File: src/rtl/gpio_evt_detect.sv
module gpio_evt_detect #(
  parameter int PINS = 4
) (
  input  logic              clk,
  input  logic              rst_n,
  input  logic [PINS-1:0]   pin_lvl,
  input  logic [PINS-1:0]   trig_lvl,
  input  logic [2*PINS-1:0] act_sel,
  input  logic [PINS-1:0]   irq_en,
  input  logic [PINS-1:0]   irq_unmask,
  input  logic [PINS-1:0]   wake_en_idle,
  input  logic [PINS-1:0]   wake_en_susp,
  input  logic [PINS-1:0]   wake_en_off,
  input  logic [1:0]        pwr_state,
  input  logic              gen_block,
  input  logic [PINS-1:0]   clr_int,
  input  logic [PINS-1:0]   clr_wake,
  output logic [PINS-1:0]   int_sts,
  output logic [PINS-1:0]   wake_sts,
  output logic [PINS-1:0]   irq_req,
  output logic [PINS-1:0]   irq_en_rd
);
  localparam logic [1:0] SEL_HIGH = 2'b00;
  localparam logic [1:0] SEL_LOW  = 2'b01;
  localparam logic [1:0] SEL_BOTH = 2'b10;

  logic            armed_q;
  logic [PINS-1:0] prev_q;
  logic [PINS-1:0] hit;
  logic [PINS-1:0] wake_sel;

  always_ff @(posedge clk or negedge rst_n) begin
    if (!rst_n) begin
      armed_q <= 1'b0;
      prev_q  <= '0;
    end else begin
      armed_q <= 1'b1;
      prev_q  <= pin_lvl;
    end
  end

  for (genvar i = 0; i < PINS; i++) begin : g_pin
    logic [1:0] sel;
    logic       rise, fall;
    assign sel  = act_sel[2*i +: 2];
    assign rise = armed_q & pin_lvl[i] & ~prev_q[i];
    assign fall = armed_q & ~pin_lvl[i] & prev_q[i];

    always_comb begin
      hit[i] = 1'b0;
      if (trig_lvl[i]) begin
        case (sel)
          SEL_HIGH: hit[i] = pin_lvl[i];
          SEL_LOW:  hit[i] = ~pin_lvl[i];
          default:  hit[i] = 1'b0;
        endcase
      end else begin
        case (sel)
          SEL_HIGH: hit[i] = rise;
          SEL_LOW:  hit[i] = fall;
          SEL_BOTH: hit[i] = rise | fall;
          default:  hit[i] = 1'b0;
        endcase
      end
    end

    always_comb begin
      case (pwr_state)
        2'b01:   wake_sel[i] = wake_en_idle[i];
        2'b10:   wake_sel[i] = wake_en_susp[i];
        2'b11:   wake_sel[i] = wake_en_off[i];
        default: wake_sel[i] = 1'b0;
      endcase
    end
  end

  wire [PINS-1:0] live     = hit & {PINS{~gen_block}};
  wire [PINS-1:0] set_int  = live & irq_en;
  wire [PINS-1:0] set_wake = live & wake_sel;

  always_ff @(posedge clk or negedge rst_n) begin
    if (!rst_n) begin
      int_sts  <= '0;
      wake_sts <= '0;
    end else begin
      int_sts  <= (int_sts & ~clr_int) | set_int;
      wake_sts <= (wake_sts & ~clr_wake) | set_wake;
    end
  end

  assign irq_req   = (int_sts | wake_sts) & irq_unmask;
  assign irq_en_rd = irq_en & {PINS{~gen_block}};
endmodule

File: config.mk
export PLATFORM = sky130hd
export DESIGN_NAME = gpio_evt_detect
export DESIGN_NICKNAME = d
export VERILOG_FILES = /design/src/rtl/gpio_evt_detect.sv
export SDC_FILE = /design/constraint.sdc
export NUM_CORES = 1
export LEC_CHECK = 0
export ABC_AREA = 1
export BUFFER_PORTS_ARGS = -buffer_cell sky130_fd_sc_hd__buf_2
export CAP_MARGIN = 20
export CORE_MARGIN = 10
export CORE_UTILIZATION = 39
export DETAILED_ROUTE_END_ITERATION = 10
export GPL_TIMING_DRIVEN = 0
export PLACE_DENSITY = 0.79
export SETUP_SLACK_MARGIN = 0.02
export SLEW_MARGIN = 15
export SYNTH_ARGS = -nofsm -noshare
export SYNTH_HDL_FRONTEND = slang
export SYNTH_SLANG_ARGS = --single-unit
export TNS_END_PERCENT = 20
File: constraint.sdc
create_clock -name clk -period 1.23 [get_ports clk]
set_clock_uncertainty 0.1 [all_clocks]
set_input_delay 0.0615 -clock clk [delete_from_list [all_inputs] [get_ports clk]]
set_output_delay 0.0615 -clock clk [all_outputs]
set_load 0.01 [all_outputs]
After elaboration in Yosys (flattened, before gate mapping)
Cells that the tools add are included.
{"block": "word_totals", "regBits": 13, "inputBits": 49, "elab_cells": 76}
{"block": "op_classes", "n_eq_ne": 11, "mux": 16, "bitwise_logic": 41, "reduce_logical": 4}
{"op": "AND 4 bit", "count": 7}
{"op": "case mux 1 bit (3 select lines)", "count": 8}
{"op": "AND 1 bit", "count": 16}
{"op": "== test 2 bit, second input constant", "count": 6}
{"op": "bitwise OR 4 bit", "count": 3}
{"op": "== test 2 x 1 -> 1 bit, second input constant", "count": 5}
{"op": "NOT 1 bit", "count": 9}
{"op": "zero test 2 bit", "count": 4}
{"op": "NOT 4 bit", "count": 2}
{"op": "case mux 1 bit (2 select lines)", "count": 4}
{"op": "two-way mux 1 bit", "count": 4}
{"op": "bitwise OR 1 bit", "count": 4}

Longest topological paths before layout
Gate-level depths: netlist of the first run.
{"block": "depth", "word_depth": 9, "depth_mapped": 8, "mapped_depth_nobuf": 8}

Worst setup path after synthesis of the first run
Ideal clock, no wire load.
{"block": "synth_timing", "path_kind": "reg-to-reg", "from": "register prev_q[0]", "to": "register wake_sts[0]", "t_arrival_ns": 0.731, "path_slack_ns": 0.282, "stages_incl_launch_ff": 7, "path_buffers": 0, "path_cell_list": "dfrtp_1 o21ai_0 nand2_1 nand2_1 nor2_2 nand2_1 nand2_1"}
{"block": "synth_between", "elab_chain_cells": 8, "word_cells_on_any_way": 9}
{"item": "from (decl)", "line": "28", "source": "logic [PINS-1:0] prev_q;"}
{"item": "from (signal assigned)", "line": "38", "source": "prev_q <= pin_lvl;"}
{"item": "NOT 1 bit", "line": "46", "source": "assign rise = armed_q & pin_lvl[i] & ~prev_q[i];"}
{"item": "AND 1 bit", "line": "46"}
{"item": "bitwise OR 1 bit", "line": "61", "source": "SEL_BOTH: hit[i] = rise | fall;"}
{"item": "case mux 1 bit (3 select lines) *", "line": "58", "source": "case (sel)"}
{"item": "two-way mux 1 bit *", "line": "51", "source": "if (trig_lvl[i]) begin"}
{"item": "AND 4 bit *", "line": "77", "source": "wire [PINS-1:0] live = hit & {PINS{~gen_block}};"}
{"item": "AND 4 bit *", "line": "79", "source": "wire [PINS-1:0] set_wake = live & wake_sel;"}
{"item": "bitwise OR 4 bit *", "line": "87", "source": "wake_sts <= (wake_sts & ~clr_wake) | set_wake;"}
{"item": "to (signal assigned)", "line": "87"}
{"item": "to (decl)", "line": "19", "source": "output logic [PINS-1:0] wake_sts,"}
Mark *: on every way between the ends. The rest lies on a longest branch, timed or not.

Worst setup path in the final report of the first run
{"block": "layout_timing", "from": "register wake_sts[2]", "to": "output irq_req[2]"}
{"block": "layout_between", "elab_chain_cells": 2}
{"item": "bitwise OR 4 bit", "line": "91", "source": "assign irq_req = (int_sts | wake_sts) & irq_unmask;"}
{"item": "AND 4 bit", "line": "91"}
{"item": "to (decl)", "line": "20", "source": "output logic [PINS-1:0] irq_req,"}
No other way between the ends.

==> flow_metrics.tcl, run 1 <==
set metrics [dict create \
    status "finished, final reports clean" \
    power.total_mw 1.05 \
    syn_nets 184 \
    vdd_drop_max_uv 474 \
    synth-adder-area-share_pct 0 \
    post_cts_buffers 0 \
    finalCritPeriodShare_pct 94.3 \
    yosysTopAreaCell "dfrtp_1" \
    period_minus_slack_ps 1160 \
    synth_xor_area_share_pct 0 \
    netSwitchingPower_uw 309 \
    grt_first_pass_wirelength_um 4790 \
    hpwl_um 2450 \
    yosysWarnings 0 \
    finalSetupViolCount 0 \
    min_path_type "in -> reg" \
    synth_top_area_share_pct 38.1 \
    fin_tns_setup_ps 0 \
    required_ps 1070 \
    slew_viol_final 0 \
    cp.arrival_ps 1000 \
    met2_length_um 1520 \
    vias 1084 \
    hold_viol_final 0 \
    grt_max_degree 14 \
    top_layer_used "met4" \
    grt_pass1_vias 1131 \
    worst_setup_path_end_kind "primary output" \
    wl_met1_um 1170 \
    place_congestion 0.766 \
    wl_um 2970 \
    die_w_um 66.8 \
    cts_resized 0 \
    first_pass_iters 4 \
    postRouteAntennaNets 0 \
    synth-simple-area-share_pct 39.2 \
    power_density_nw_per_um2 754 \
    start_util_pct 42.3 \
    grt_usage_pct 13.2 \
    antenna_found_initial 0 \
    io_buffer_count 62 \
    seqPwrFrac_pct 44.9 \
    synth_top_family_by_area "simple AND/OR/NAND/NOR gates" \
    clk_latency_ps 270 \
    synth_seq_area_share_pct 38.1 \
    synth-seq-cells 13 \
    postCtsHoldBufs 17 \
    combPwrFrac_pct 30.3 \
    drt_drc_violations_left 0 \
    syn_inst 135 \
    cts_tree "done" \
    sw_frac_of_total_pct 29.4 \
    crit_fanout 3 \
    synth_compound_gate_area_share_pct 8.20 \
    drtIter0Drc 56 \
    grt-ovfl-total 0 \
    ys_top_cells_by_area "dfrtp_1 38%, nand2_1 21%, inv_1 12%" \
    yosys-mux-area-fraction_pct 0 \
    dp_cells 224 \
    worst_setup_path_start_kind "register" \
    nets 268 \
    wl_per_cell_um 12.1 \
    root_buffer "clkbuf_4" \
    synth.avg_cell_area_um2 6.33 \
    dieArea_um2 4460 \
    p_int_uw 743 \
    ioPinCount 65 \
    clock-sinks 13 \
    pwr-share-clk_pct 24.9 \
    maxCapViolations 0 \
    via_per_inst 4.42 \
    htreeDepth 1 \
    area_growth_pct 63.3 \
    cts-buffers-inserted 3 \
    cts_buffer_depth 2 \
    rows 16 \
    drive_above_1_share_pct 32.6 \
    rsz0062_at_grt "false" \
    die_height_um 66.8 \
    fin_cells 245 \
    path_clk_slew_ps 80 \
    dr_wl_met3_um 273 \
    netlist_area_um2 855 \
    core-area_um2 2020 \
    p_leak_nw 0.882 \
    n_antenna_cell 0 \
    synth.distinct_cells 12 \
    post-route-util_pct 69.0 \
    fmax_mhz 862 \
    path_class "reg -> out" \
]
-- power by group through the flow --
stage	registers (mW)	clock network [mW]	logic, mW
after floorplan	0.485	0	0.122
after global placement	0.479	0	0.268
after detailed placement	0.479	0	0.280
after CTS	0.471	0.269	0.322
after global routing	0.476	0.292	0.359
final	0.472	0.261	0.318
-- final cells by class --
| cell class | count | area [um2] |
|---|---|---|
| inverter | 27 | 101 |
| tap | 27 | 33.8 |
| fill | 186 | 627 |
| sequential | 13 | 325 |
| timing repair buffer | 79 | 480 |
| multi-input combinational | 93 | 409 |
| buffer | 2 | 18.8 |
| clock buffer | 4 | 26.3 |
-- synth_stat cells --
| master | n |
|---|---|
| conb_1 | 1 |
| o21a_1 | 4 |
| nor2_2 | 4 |
| nand2_1 | 48 |
| nor2_1 | 8 |
| o21ai_1 | 4 |
| inv_1 | 27 |
| buf_6 | 1 |
| buf_4 | 1 |
| dfrtp_1 | 13 |
| o21ai_0 | 4 |
| nand3_1 | 20 |
-- worst max-delay path, cell delays in order (launching register included) --
cell     delay, ps
dfrtp_1        410
o21a_1         190
buf_2          130
-- per-layer routing --
layer	vias up	GRT usage, %
met5	-	0
met4	0	3.14
met3	2	5.35
met2	41	23.3
met1	469	14.2
li1	572	-
-- path summary, 6_finish.rpt --
check	startpoint	end	slack, ps	cells past startpoint
max	wake_sts[2]	irq_req[2]	70	2
min	wake_en_idle[3]	wake_sts[3]	20	5
max reg2reg	prev_q[2]	int_sts[2]	200	6
min reg2reg	wake_sts[0]	wake_sts[0]	400	2
max in group asynchronous	rst_n	prev_q[0]	690	2
min in group asynchronous	rst_n	int_sts[1]	110	2
-- cells in the final DEF (no fill, tap or decap) --
master	synthesis	routed
buf_2	0	62
nand2_1	48	48
inv_1	27	27
nand3_1	20	20
dlygate4sd3_1	0	17
dfrtp_1	13	13
nor2_1	8	8
o21a_1	4	4
o21ai_1	4	4
o21ai_0	4	4
nor2_2	4	4
clkbuf_4	0	3
buf_4	1	1
buf_6	1	1
conb_1	1	1
clkbuf_1	0	1
-- through the flow --
stage / worst slack, ps / cell area (um2) / hold WS, ps
finish: 70.6 / 1400 / 22.1
global route: 20.4 / 1400 / 38.3
CTS: 63.8 / 1400 / 23.4
detailed placement: 190 / 1200 / -134
global placement: 244 / 1200 / -138
floorplan: 282 / 855 / -334
-- state kept, by name (all words and copies together), names as in the netlist --
| register | cells |
|---|---|
| int_sts | 4 |
| prev_q | 4 |
| wake_sts | 4 |
| armed_q | 1 |
-- logic make-up after synthesis --
group | count (synthesis)
simple gates | 80
flops | 13
buf+inv | 29
other cells | 1
compound gates | 12
Power figures use the tool's default switching activity.
==> inputs of run 2 (changes only) <==
--- a/config.mk
+++ b/config.mk
@@ -12,7 +12,7 @@
 export CORE_UTILIZATION = 39
 export DETAILED_ROUTE_END_ITERATION = 10
 export GPL_TIMING_DRIVEN = 0
-export PLACE_DENSITY = 0.79
+export PLACE_DENSITY = 0.91
 export SETUP_SLACK_MARGIN = 0.02
 export SLEW_MARGIN = 15
 export SYNTH_ARGS = -nofsm -noshare
==> run 2 against run 1 <==
  * Core utilization unchanged
  * Maximum frequency fell by 0.30%
  * Combinational power about the same
  * Non-clock buffer count did not move
  * Critical path depth unchanged
  * Final cell count unchanged
  * First-iteration DRC count is 13% higher
  * Count of clock-buffer cells in the layout stayed put
  * Flip-flop and latch count unchanged
  * Worst hold slack got worse by 3.6 ps
  * Power is 0.52% lower
  * Sequential power barely moved
  * Critical path type unchanged
  * Largest cell class unchanged
  * Highest routed layer unchanged
==> flow_metrics.tcl, run 2 (synthesis results as in run 1) <==
set metrics [dict create \
    worst_setup_path_start_kind "register" \
    fmax_mhz 860 \
    required_ps 1070 \
    final_common_cell "buf_2" \
    combPwrFrac_pct 30.5 \
    status "finished, final reports clean" \
    vias 1079 \
    root_buffer "clkbuf_4" \
    rows 16 \
    cts_buffer_depth 2 \
    cp.arrival_ps 1000 \
    period_minus_slack_ps 1160 \
    path_cells "o21a_1 -> buf_2" \
    grt_pass1_vias 1071 \
    n_antenna_cell 0 \
    core-area_um2 2020 \
    path_delay_family "flip-flops" \
    die_w_um 66.8 \
    wl_per_cell_um 12.1 \
    crit_fanout 3 \
    cp_slowest_stage_delay_ps 400 \
    cts_tree "done" \
    die_height_um 66.8 \
    seqPwrFrac_pct 45.1 \
    final_cell_mix "62 x buf_2, 48 x nand2_1, 27 x inv_1" \
    dpl_cell_area_um2 1200 \
    fillers 175 \
    fin_cells 245 \
    start_util_pct 42.3 \
    rsz0062_at_grt "true" \
    wl_um 2980 \
    first_pass_iters 4 \
    p_int_uw 743 \
    cp_slowest_cell "dfrtp_1" \
    fin_tns_setup_ps 0 \
    ioPinCount 65 \
    path_class "reg -> out" \
    postRouteAntennaNets 0 \
    finalCritPeriodShare_pct 94.5 \
    drtIter0Drc 63 \
    crit_buf_inv 1 \
    finalSetupViolCount 0 \
    grt-ovfl-total 0 \
    power.total_mw 1.05 \
    clock-sinks 13 \
    area_growth_pct 63.3 \
    antenna_found_initial 0 \
    dp_cells 224 \
    whs_ps 18.5 \
    hpwl_um 2360 \
    clk_latency_ps 270 \
    grt_usage_pct 13.4 \
    grt_max_degree 14 \
    min_path_type "in -> reg" \
    power_density_nw_per_um2 750 \
    drt_drc_violations_left 0 \
    place_congestion 0.786 \
    design_area_um2 1400 \
    slew_viol_final 0 \
    hold_viol_final 0 \
    path_clk_slew_ps 80 \
    reg_top3 "int_sts x4, prev_q x4, wake_sts x4" \
    io_buffer_count 62 \
    nets 268 \
    cts-buffers-inserted 3 \
    worst_setup_path_end_kind "primary output" \
    vdd_drop_max_uv 410 \
    post_cts_buffers 0 \
    netSwitchingPower_uw 303 \
    grt_first_pass_wirelength_um 4760 \
    drive_above_1_share_pct 32.6 \
    sw_frac_of_total_pct 29.0 \
    pwr-share-clk_pct 24.4 \
    dieArea_um2 4460 \
    maxCapViolations 0 \
    via_per_inst 4.40 \
    p_leak_nw 0.882 \
    htreeDepth 1 \
]
run 2: worst paths after layout:
kind                                to       startpoint  depth (start not counted)  slack [ps]
max                         irq_req[3]       int_sts[3]                          2          70
min                        wake_sts[2]  wake_en_idle[2]                          5          20
max reg2reg                wake_sts[1]        prev_q[1]                          6         190
min reg2reg                wake_sts[0]      wake_sts[0]                          2         410
max in group asynchronous   int_sts[0]            rst_n                          2         680
min in group asynchronous   int_sts[3]            rst_n                          2         120
run 2: cell type report:
| cell class | count | area, um2 | share of cell area [%] |
|---|---|---|---|
| inverters | 27 | 101 | 7.26 |
| flip-flops and latches | 13 | 325 | 23.3 |
| clock buffers | 4 | 26.3 | 1.88 |
| multi-input cells | 93 | 409 | 29.3 |
| repair buffers | 79 | 480 | 34.4 |
| plain buffers | 2 | 18.8 | 1.35 |
| well taps | 27 | 33.8 | 2.42 |
run 2: worst min-delay path: stages:
cell     delay [ps]
buf_2            70
nand3_1          70
nand3_1          60
nand2_1          50
nand2_1          40
run 2: routing by layer:
layer	share of wire [%]	vias up	global-route usage, %
met1	42	450	14.8
met2	45	51	21.7
met4	1.1	0	4.71
met5	0	-	0
li1	-	574	-
met3	12	4	6.69
run 2: repair_timing:
action,4_1_cts,5_1_grt
hold endpoints to repair,25,0
resized for setup,0,1
hold buffers,17,0
setup endpoints to repair,0,3
run 2: through the flow:
stage               setup slack [ps]  utilization (%)
floorplan                        282                -
CTS                             70.5             69.0
global route                    19.7             69.0
global placement                 242             59.3
finish                          67.1             69.0
detailed placement               183             59.3
run 2: power by group through the flow:
| stage | logic, mW | registers, mW | clock network (mW) |
|---|---|---|---|
| finish | 0.319 | 0.472 | 0.255 |
| global route | 0.358 | 0.476 | 0.284 |
| CTS | 0.320 | 0.471 | 0.265 |
| detailed placement | 0.278 | 0.480 | 0 |
| global placement | 0.271 | 0.478 | 0 |
| floorplan | 0.122 | 0.485 | 0 |
==> inputs of run 3 (changes only) <==
--- a/config.mk
+++ b/config.mk
@@ -11,7 +11,6 @@
 export CORE_MARGIN = 10
 export CORE_UTILIZATION = 39
 export DETAILED_ROUTE_END_ITERATION = 10
-export GPL_TIMING_DRIVEN = 0
 export PLACE_DENSITY = 0.91
 export SETUP_SLACK_MARGIN = 0.02
 export SLEW_MARGIN = 15
==> run 3 against run 2 <==
  * Register-to-register slack worse by 40 ps
  * Flip-flop and latch count unchanged
  * Global-route usage up 0.82 points
  * Worst setup slack better by 7.4 ps
  * Maximum frequency up 0.64%
  * Non-clock buffer count unchanged
  * Combinational power about the same
  * Cell area down 0.63%
  * Core utilization down 0.43 points
  * Sequential share of layout area up 0.15 points
  * Sequential power about the same
  * Clock power about the same
==> flow_metrics.tcl, run 3 (synthesis results as in run 1) <==
set metrics [dict create \
    status "finished, final reports clean" \
    grt-ovfl-total 0 \
    p_leak_nw 0.879 \
    netSwitchingPower_uw 308 \
    root_buffer "clkbuf_4" \
    hold_end "wake_sts[3]" \
    reg2reg_from "prev_q[1]" \
    rsz0062_at_grt "true" \
    combPwrFrac_pct 30.4 \
    n_antenna_cell 0 \
    worst_setup_path_end_kind "primary output" \
    rrSetupSlack_ps 150 \
    maxCapViolations 0 \
    dpl_cell_area_um2 1190 \
    postRouteAntennaNets 0 \
    min_from "wake_en_idle[3]" \
    post_cts_buffers 0 \
    drt_drc_violations_left 0 \
    holdPathStages 5 \
    fmax_mhz 865 \
    power_density_nw_per_um2 756 \
    grt_usage_pct 14.2 \
    die_w_um 66.8 \
    slew_viol_final 0 \
    layout_setup_ws_ps 74.5 \
    drtIter0Drc 36 \
    finalSetupViolCount 0 \
    r2r_end "wake_sts[1]" \
    core-area_um2 2020 \
    hold_viol_final 0 \
    top_layer_used "met4" \
    grt_pass1_vias 1100 \
    vias 1087 \
    crit_buf_inv 1 \
    period_minus_slack_ps 1160 \
    cp_slowest_cell "dfrtp_1" \
    design_area_um2 1390 \
    vdd_drop_max_uv 399 \
    reg_top3 "int_sts x4, prev_q x4, wake_sts x4" \
    cts-buffers-inserted 3 \
    fin_tns_setup_ps 0 \
    htreeDepth 1 \
    wl_per_cell_um 12.8 \
    clock-sinks 13 \
    p_int_uw 740 \
    ioPinCount 65 \
    via_per_inst 4.44 \
    crit_fanout 3 \
    die_height_um 66.8 \
    wl_um 3140 \
    pwr-share-clk_pct 24.5 \
    cp.arrival_ps 990 \
    path_clk_slew_ps 80 \
    place_congestion 0.811 \
    cp_slowest_stage_delay_ps 410 \
    path_delay_family "flip-flops" \
    start_util_pct 42.3 \
    worst_setup_path_start_kind "register" \
    first_pass_iters 4 \
    seqPwrFrac_pct 45.1 \
    sw_frac_of_total_pct 29.4 \
    wl_met1_um 1230 \
    nets 268 \
    cts_tree "done" \
    grt_max_degree 14 \
    place_ws_ps 159 \
    finalCritPeriodShare_pct 93.9 \
    dieArea_um2 4460 \
    final_cell_mix "64 x buf_2, 48 x nand2_1, 27 x inv_1" \
    hpwl_um 2450 \
    min_path_type "in -> reg" \
    path_cells "o21a_1 -> buf_2" \
    final_common_cell "buf_2" \
    antenna_found_initial 0 \
    io_buffer_count 64 \
    rows 16 \
    cts_buffer_depth 2 \
    met2_length_um 1490 \
    drive_above_1_share_pct 32.6 \
    path_class "reg -> out" \
    area_growth_pct 62.2 \
    clk_latency_ps 270 \
    grt_first_pass_wirelength_um 4930 \
    rr_worst_depth 6 \
    dr_wl_met3_um 404 \
    required_ps 1070 \
]
## run 3: cell counts in the layout (fill, tap and decap cells not counted)
Identical to the previous run, type by type.
## run 3: tightest hold or removal path: cells and delay by family
kind,cells,cell delay (ps)
simple gates,4,230
buf+inv,1,80
## run 3: layout make-up
class / count / area [um2]
multi-input cells: 93 / 409
fillers: 195 / 636
repair buffers: 81 / 490
inverters: 27 / 101
well taps: 27 / 33.8
flip-flops and latches: 13 / 325
clock buffers: 4 / 26.3
## run 3: worst max-delay path by stage
stage,from,endpoint,slack (ps),cells past startpoint
detailed placement,prev_q[1],wake_sts[1],160,6
global placement,prev_q[2],int_sts[2],240,6
global route,pin_lvl[1],wake_sts[1],10,8
finish,wake_sts[3],irq_req[3],70,2
floorplan,prev_q[0],wake_sts[0],280,6
CTS,wake_sts[2],irq_req[2],60,2
## run 3: metal layers
metal	global-route usage, %	vias up
li1	-	576
met4	4.71	0
met2	24.6	45
met5	0	-
met3	7.86	2
met1	14.0	464
## run 3: per-stage QoR
step           total power, mW  utilization (%)  hold WS, ps  instances
2_1_floorplan            0.607                -         -334        135
3_3_place_gp             0.748             58.8         -135        224
3_5_place_dp             0.756             58.8         -137        224
4_1_cts                   1.06             68.6         24.8        245
5_1_grt                   1.13             68.6         44.8        245
6_report                  1.05             68.6         35.3        245
## run 3: what timing repair did
item	4_1_cts	5_1_grt
gates resized for setup	0	1
setup endpoints to repair	0	4
hold buffers	17	0
hold endpoints to repair	25	0
## run 3: power groups by stage
stage,Combinational (mW),Clock [mW],Sequential [mW]
4_1_cts,0.318,0.272,0.471
3_5_place_dp,0.276,0,0.480
2_1_floorplan,0.122,0,0.485
3_3_place_gp,0.269,0,0.479
5_1_grt,0.357,0.297,0.477
6_report,0.319,0.257,0.472
